[src/rtl/eint_pkg.sv]
package eint_pkg;
  localparam int TRIG_W = 3;
  localparam int NIB_W  = 4;

  typedef enum logic [TRIG_W-1:0] {
    TRIG_LOW  = 3'd0,
    TRIG_HIGH = 3'd1,
    TRIG_FALL = 3'd2,
    TRIG_RISE = 3'd3,
    TRIG_BOTH = 3'd4
  } trig_e;

  localparam logic [11:0] BASE_TRIG = 12'hE00;
  localparam logic [11:0] BASE_FILT = 12'hE80;
  localparam logic [11:0] BASE_MASK = 12'hF00;
  localparam logic [11:0] BASE_PEND = 12'hF40;
endpackage

[src/rtl/eint_rst_sync.sv]
module eint_rst_sync (
  input  logic clk,
  input  logic rst_n,
  output logic rst_sync_n
);
  logic stage_q;

  always_ff @(posedge clk or negedge rst_n) begin
    if (!rst_n) begin
      stage_q    <= 1'b0;
      rst_sync_n <= 1'b0;
    end else begin
      stage_q    <= 1'b1;
      rst_sync_n <= stage_q;
    end
  end
endmodule

[src/rtl/eint_sync.sv]
module eint_sync #(
  parameter int          WIDTH   = 32,
  parameter logic        RST_VAL = 1'b1
) (
  input  logic             clk,
  input  logic             rst_n,
  input  logic [WIDTH-1:0] async_i,
  output logic [WIDTH-1:0] sync_o
);
  logic [WIDTH-1:0] meta_q;

  always_ff @(posedge clk or negedge rst_n) begin
    if (!rst_n) begin
      meta_q <= {WIDTH{RST_VAL}};
      sync_o <= {WIDTH{RST_VAL}};
    end else begin
      meta_q <= async_i;
      sync_o <= meta_q;
    end
  end
endmodule

[src/rtl/eint_line.sv]
module eint_line
  import eint_pkg::*;
(
  input  logic              clk,
  input  logic              rst_n,
  input  logic              smp_i,
  input  logic [TRIG_W-1:0] mode_i,
  input  logic              clr_i,
  output logic              pend_o
);
  logic prev_q;
  logic pend_q;
  logic hit;
  logic pend_d;

  always_comb begin
    case (trig_e'(mode_i))
      TRIG_LOW:  hit = ~smp_i;
      TRIG_HIGH: hit = smp_i;
      TRIG_FALL: hit = prev_q & ~smp_i;
      TRIG_RISE: hit = ~prev_q & smp_i;
      TRIG_BOTH: hit = prev_q ^ smp_i;
      default:   hit = 1'b0;
    endcase
    pend_d = hit | (pend_q & ~clr_i);
  end

  always_ff @(posedge clk or negedge rst_n) begin
    if (!rst_n) begin
      prev_q <= 1'b1;
      pend_q <= 1'b0;
    end else begin
      prev_q <= smp_i;
      pend_q <= pend_d;
    end
  end

  assign pend_o = pend_q;


  pend_fall_chk: assert property (@(posedge clk) disable iff (!rst_n)
    $fell(pend_q) |-> $past(clr_i));


  edge_win_chk: assert property (@(posedge clk) disable iff (!rst_n)
    (mode_i == TRIG_BOTH && smp_i != prev_q && clr_i) |=> pend_q);


  lvl_hold_chk: assert property (@(posedge clk) disable iff (!rst_n)
    ((mode_i == TRIG_LOW && !smp_i) || (mode_i == TRIG_HIGH && smp_i)) |=> pend_q);


  bad_code_chk: assert property (@(posedge clk) disable iff (!rst_n)
    (mode_i > TRIG_BOTH && !pend_q) |=> !pend_q);
endmodule

[src/rtl/ext_irq_ctrl.sv]
module ext_irq_ctrl
  import eint_pkg::*;
#(
  parameter int NUM_LINES = 32,
  parameter int LPR       = 8,
  parameter int DIRECT    = 16,
  parameter int ADDR_W    = 12,
  parameter int DATA_W    = 32
) (
  input  logic              clk,
  input  logic              rst_n,
  input  logic [NUM_LINES-1:0] pin_i,
  input  logic [ADDR_W-1:0] bus_addr,
  input  logic              bus_we,
  input  logic [DATA_W-1:0] bus_wdata,
  output logic [DATA_W-1:0] bus_rdata,
  output logic [DIRECT-1:0] irq_direct_o,
  output logic              irq_shared_o
);
  localparam int NREG  = NUM_LINES / LPR;
  localparam int IDX_W = $clog2(NREG);
  localparam int LB_W  = $clog2(LPR);
  localparam int SPAN  = NREG * 4;

  logic rst_q_n;
  logic [NUM_LINES-1:0] smp;
  logic [NUM_LINES-1:0] pend;
  logic [NUM_LINES-1:0] clr;
  logic [NUM_LINES-1:0] irq_line;

  logic [NUM_LINES-1:0][TRIG_W-1:0] mode_q, mode_d;
  logic [NUM_LINES-1:0]             mask_q, mask_d;
  logic [NREG-1:0][DATA_W-1:0]      filt_q, filt_d;

  logic [ADDR_W-1:0] off_trig, off_filt, off_mask, off_pend;
  logic sel_trig, sel_filt, sel_mask, sel_pend;
  logic [IDX_W-1:0] idx_trig, idx_filt, idx_mask, idx_pend;
  logic wr_trig, wr_filt, wr_mask, wr_pend;

  eint_rst_sync u_rst (
    .clk        (clk),
    .rst_n      (rst_n),
    .rst_sync_n (rst_q_n)
  );

  eint_sync #(.WIDTH(NUM_LINES), .RST_VAL(1'b1)) u_sync (
    .clk     (clk),
    .rst_n   (rst_q_n),
    .async_i (pin_i),
    .sync_o  (smp)
  );

  // address decode: offset from each bank base, word aligned, inside span
  always_comb begin
    off_trig = bus_addr - ADDR_W'(BASE_TRIG);
    off_filt = bus_addr - ADDR_W'(BASE_FILT);
    off_mask = bus_addr - ADDR_W'(BASE_MASK);
    off_pend = bus_addr - ADDR_W'(BASE_PEND);
    sel_trig = (off_trig < ADDR_W'(SPAN)) && (off_trig[1:0] == 2'b00);
    sel_filt = (off_filt < ADDR_W'(SPAN)) && (off_filt[1:0] == 2'b00);
    sel_mask = (off_mask < ADDR_W'(SPAN)) && (off_mask[1:0] == 2'b00);
    sel_pend = (off_pend < ADDR_W'(SPAN)) && (off_pend[1:0] == 2'b00);
    idx_trig = off_trig[IDX_W+1:2];
    idx_filt = off_filt[IDX_W+1:2];
    idx_mask = off_mask[IDX_W+1:2];
    idx_pend = off_pend[IDX_W+1:2];
    wr_trig  = bus_we & sel_trig;
    wr_filt  = bus_we & sel_filt;
    wr_mask  = bus_we & sel_mask;
    wr_pend  = bus_we & sel_pend;
  end

  for (genvar gi = 0; gi < NUM_LINES; gi++) begin : g_line
    localparam int REG = gi / LPR;
    localparam int BIT = gi % LPR;
    localparam logic [IDX_W-1:0] RIDX = IDX_W'(REG);

    assign mode_d[gi] = (wr_trig && idx_trig == RIDX) ?
                        bus_wdata[NIB_W*BIT +: TRIG_W] : mode_q[gi];
    assign mask_d[gi] = (wr_mask && idx_mask == RIDX) ? bus_wdata[BIT] : mask_q[gi];
    assign clr[gi]    = wr_pend && (idx_pend == RIDX) && bus_wdata[BIT];

    eint_line u_line (
      .clk    (clk),
      .rst_n  (rst_q_n),
      .smp_i  (smp[gi]),
      .mode_i (mode_q[gi]),
      .clr_i  (clr[gi]),
      .pend_o (pend[gi])
    );

    assign irq_line[gi] = pend[gi] & ~mask_q[gi];
  end

  for (genvar ri = 0; ri < NREG; ri++) begin : g_filt
    assign filt_d[ri] = (wr_filt && idx_filt == IDX_W'(ri)) ? bus_wdata : filt_q[ri];
  end

  always_ff @(posedge clk or negedge rst_q_n) begin
    if (!rst_q_n) begin
      mode_q <= '0;
      mask_q <= '1;
      filt_q <= '0;
    end else if (bus_we) begin
      mode_q <= mode_d;
      mask_q <= mask_d;
      filt_q <= filt_d;
    end
  end

  always_comb begin
    bus_rdata = '0;
    if (sel_trig) begin
      for (int b = 0; b < LPR; b++)
        bus_rdata[NIB_W*b +: TRIG_W] = mode_q[{idx_trig, LB_W'(b)}];
    end else if (sel_filt) begin
      bus_rdata = filt_q[idx_filt];
    end else if (sel_mask) begin
      for (int b = 0; b < LPR; b++)
        bus_rdata[b] = mask_q[{idx_mask, LB_W'(b)}];
    end else if (sel_pend) begin
      for (int b = 0; b < LPR; b++)
        bus_rdata[b] = pend[{idx_pend, LB_W'(b)}];
    end
  end

  assign irq_direct_o = irq_line[DIRECT-1:0];
  assign irq_shared_o = |irq_line[NUM_LINES-1:DIRECT];

  for (genvar ci = 0; ci < DIRECT; ci++) begin : g_dchk

    direct_chk: assert property (@(posedge clk) disable iff (!rst_q_n)
      irq_direct_o[ci] |-> (pend[ci] && !mask_q[ci]));
  end


  shared_chk: assert property (@(posedge clk) disable iff (!rst_q_n)
    irq_shared_o |-> (|pend[NUM_LINES-1:DIRECT]));


  reset_out_chk: assert property (@(posedge clk)
    !rst_q_n |-> (irq_direct_o == '0 && !irq_shared_o));
endmodule

[config.mk]
export PLATFORM = sky130hd
export DESIGN_NAME = ext_irq_ctrl
export DESIGN_NICKNAME = d
export VERILOG_FILES = /design/src/rtl/eint_pkg.sv /design/src/rtl/eint_rst_sync.sv /design/src/rtl/eint_sync.sv /design/src/rtl/eint_line.sv /design/src/rtl/ext_irq_ctrl.sv
export SDC_FILE = /design/constraint.sdc
export NUM_CORES = 1
export LEC_CHECK = 0
export BUFFER_PORTS_ARGS = -buffer_cell sky130_fd_sc_hd__buf_2
export CELL_PAD_IN_SITES_DETAIL_PLACEMENT = 0
export CELL_PAD_IN_SITES_GLOBAL_PLACEMENT = 1
export CORE_MARGIN = 1
export CORE_UTILIZATION = 45
export CTS_CLUSTER_DIAMETER = 200
export DETAILED_ROUTE_END_ITERATION = 7
export GPL_TIMING_DRIVEN = 0
export PLACE_DENSITY = 0.81
export SYNTH_ARGS = -nofsm -noshare
export SYNTH_HDL_FRONTEND = slang
export SYNTH_HIERARCHICAL = 1
export SYNTH_SLANG_ARGS = --single-unit
[constraint.sdc]
create_clock -name clk -period 15.3 [get_ports clk]
set_input_delay 1.53 -clock clk [delete_from_list [all_inputs] [get_ports clk]]
set_output_delay 1.53 -clock clk [all_outputs]
set_load 0.02 [all_outputs]
==> results.md <==
* Clock latency on the worst-skew pair at about 570 ps
* Fin. max-slew vios at 0
* Cells on Worst Hold Path at 0
* CTS buffer count at 43
* Clock Sinks at a little under 400
* Die X at around 210 um
* Max IR drop VDD at around 0.059 mV
* P_int at between 1.5 and 2 mW
* Setup Skew at 15.5 ps
* Largest net degree at the start of global routing at slightly above 70
* I/O pins at 128
* Fill cells at roughly 3500
* Max Clk Rate at 165 MHz
* Worst r2r dst: u_sync/sync_o[28]
* Crit path kind: primary input to primary output
* Final Hold Fails at 0
* Drt pass-1 iters at 5
* Hold/Removal Path Class: flop to flop
* Adder-Cell Fraction of Synth Area at between 4 and 5%
* P_sw at approximately 500 uW
* Share of cells above drive strength 1 at a little under half
* RSZ-0062 raised after global routing: no
* Mapped Area at 19400 um^2
* Critical Path, Cell by Cell: buf_2 > nor4_1 > clkbuf_1 > and4b_1 > buf_4 > clkbuf_1 > a22o_1 > buf_2
* Slowest stage cell, crit path: clkbuf_1
* Cell Pwr Density at between 90 and 100 nW/um^2
* Worst-margin pin slew at around 1100 ps
* Synth cell types at between 50 and 60
* Area delta synth->final at 15.1%
* Vias in the first global route at ~12000
* CTS Hold Buffers Added at 0
* Hold slack at 346 ps
* Crit start category: primary input
* Die height at roughly 210 um
* Required time worst endpoint at about 14000 ps
* Fin crit period at 6060 ps
* Grt total ovfl at 0
* Worst r2r src: u_rst/rst_sync_n
* DR WL/cell at 24.8 um
* Via density at approximately 5.7
* TritonCTS clock tree: done
* Number of standard cells after synthesis at 1333
* Critical path endpoint category: primary output
* Post-synth ARST share at 100%
* Clk pwr share at a little under half
* Top cell type's share of synthesized area at between 30% and 40%
* Buffers & Inverters on Critical Path at 5
* Hpwl dp at between 30000 and 40000 um
* Flop pwr share at between 40% and 50%
* Worst Path Arrival at between 4000 and 5000 ps
* Synth area leader: dfrtp_1
* Post-synthesis mux area share at between 20 and 30%
* Hold Crit Endpoint: u_sync/sync_o[12]
* Setup ws final at between 9000 and 10000 ps
* Post-CTS sizing at 0
* Starting Density at 45.9%
* Worst R2R Setup Slack at between 10000 and 15000 ps
* Leakage power at around 10 nW
* CORE AREA at roughly 42000 um^2
* DRC Markers at 0
* Final setup fails at 0
* Final ANT Viol Nets at 0
* Fin nets at 1659
* DP Worst Slack at 9300 ps
* Xor-xnor portion of the synthesized cell area at 1.58%
* Post-synthesis compound-gate area fraction at under 10%
* Status: finished clean
* Max cap viols at 0
* Clk slew on worst S/H paths at approximately 60 ps
* Antenna violations before repair at 3
* CTS root buffer: clkbuf_16
* Family with the most delay on the worst path: buffers and inverters
* Final Cycle Share at ~40%
* Worst Min Path Start: u_sync/meta_q[12]
* Most common cell in the netlist: dfrtp_1
* Die ar. at around 44000 um^2
* Rel. slew slack at between 20% and 30%
* Logic gate share of total power at 5.1%
* GRT Total Usage at approximately 24%
* First-pass GRT wire length at 78200 um
* Syn_nets at ~1500
* DRT iter0 DRCs at approximately 650
* Peak fanout along the critical path at 10
* Sequential area share after synthesis at 50.7%
* Via count at ~12000
* Most common flop cell mapped by yosys: dfrtp_1
* Synth warn at 6
* Row cnt at 75
* Synthesized area per cell at between 10 and 15 um^2
* Sw frac at between 20% and 30%
* Htree depth at 2
* Post-synthesis simple-gate area fraction at under 10%
* CP max stage delay at approximately 830 ps
* Post-synth EDFFs at 0
* WL final at 51700 um
* Most frequent cells after synthesis: dfrtp_1, mux2_2, dfstp_2, inv_1, mux2_4
* GPL Wtd Cong at between 0.8 and 0.9
* Synth area leaders: dfrtp_1, dfstp_2, mux2_4
* Maximum clock path buffer count at 3
* IO Port Bufs at roughly 120
* Synthesis-stage register bit count at roughly 390
* Largest family of logic cells by synthesized area: multiplexers
* Setup repair bufs after CTS at 0
* Worst Reg-to-Reg Cells at 3
[routing by layer]
| metal | track usage (%) | wire length (um) | up-vias | part of all wire [%] |
|---|---|---|---|---|
| met1 | 33.2 | 22700 | 6195 | 44 |
| met3 | 5.36 | 3360 | 110 | 6.5 |
| met5 | 0 | 10 | - | 0.019 |
| met4 | 10.6 | 1870 | 2 | 3.6 |
| met2 | 37.1 | 23800 | 373 | 46 |
| li1 | - | - | 5170 | - |
[cells in the final DEF (no fill, tap or decap), types with 23 or more instances in the layout]
cell	instances
and2_1	40
clkbuf_16	43
o21ai_1	32
dfstp_2	128
a21oi_1	33
mux4_2	72
clkbuf_1	24
dfrtp_1	257
buf_6	23
nor4b_1	33
mux2i_1	32
ha_1	68
mux2_2	136
mux2_1	32
inv_1	120
xnor2_1	33
mux2_4	120
buf_2	139
[registers in the layout (all words and copies together) (netlist names)]
| name | count |
|---|---|
| u_sync/sync_o | 32 |
| filt_q | 128 |
| g_line.u_line/prev_q | 32 |
| u_sync/meta_q | 32 |
| mask_q | 32 |
| u_rst/stage_q | 1 |
| u_rst/rst_sync_n | 1 |
| g_line.u_line/pend_o | 32 |
| mode_q | 96 |
[how the worst max path moves through the flow]
stage | from | to | slack [ps] | cells after the start
CTS | bus_addr[5] | bus_rdata[21] | 9280 | 8
finish | bus_addr[5] | bus_rdata[21] | 9240 | 8
floorplan | u_rst/rst_sync_n | filt_q[0] | 3970 | 0
global route | bus_addr[5] | bus_rdata[20] | 9170 | 8
global placement | u_rst/rst_sync_n | filt_q[19] | -450 | 0
detailed placement | bus_addr[5] | bus_rdata[21] | 9300 | 8
[area by class of cell]
class                      instances  area [um^2]  area share, %
antenna                            3         7.51         0.0337
multi-input combinational        768         8710           39.1
timing repair buffer             134          816           3.66
sequential                       386         9820           44.1
buffer                            59          405           1.82
inverter                         120          450           2.02
clock buffer                      63         1260           5.66
tap                              539          674           3.03
clock inverter                    15          136          0.612
[power by group through the flow]
| stage | Clock, mW | Sequential (mW) | Combinational (mW) |
|---|---|---|---|
| 2_1_floorplan | 0 | 1.09 | 0.0539 |
| 3_3_place_gp | 0 | 1.10 | 0.0894 |
| 3_5_place_dp | 0 | 1.08 | 0.115 |
| 4_1_cts | 1.05 | 1.06 | 0.115 |
| 5_1_grt | 1.09 | 1.07 | 0.126 |
| 6_report | 1.03 | 1.06 | 0.114 |
[worst reg2reg max path: stages, from the launching register on]
cell and delay (ps):
dfrtp_4 870, buf_12 360, buf_12 260, buf_16 330
[through the flow]
stage                     area (um^2)  utilization [%]  instances  power [mW]  setup TNS [ps]
after floorplan                 19400                -       1333        1.14               0
after global placement          20700             48.9       1996        1.19         -102400
after detailed placement        20900             49.4       2006        1.20               0
after CTS                       22300             52.7       2084        2.23               0
after global routing            22300             52.8       2085        2.28               0
final                           22300             52.8       2087        2.21               0
[cells by family after synthesis]
logic type | count (synthesis)
muxes | 392
buffers and inverters | 179
AOI/OAI and AO/OA | 133
xor gates and xnor gates | 34
adders and majority gates | 68
DFF | 386
and+or+nand+nor | 140
other | 1
Note: power is estimated with default switching activity, not from simulation.
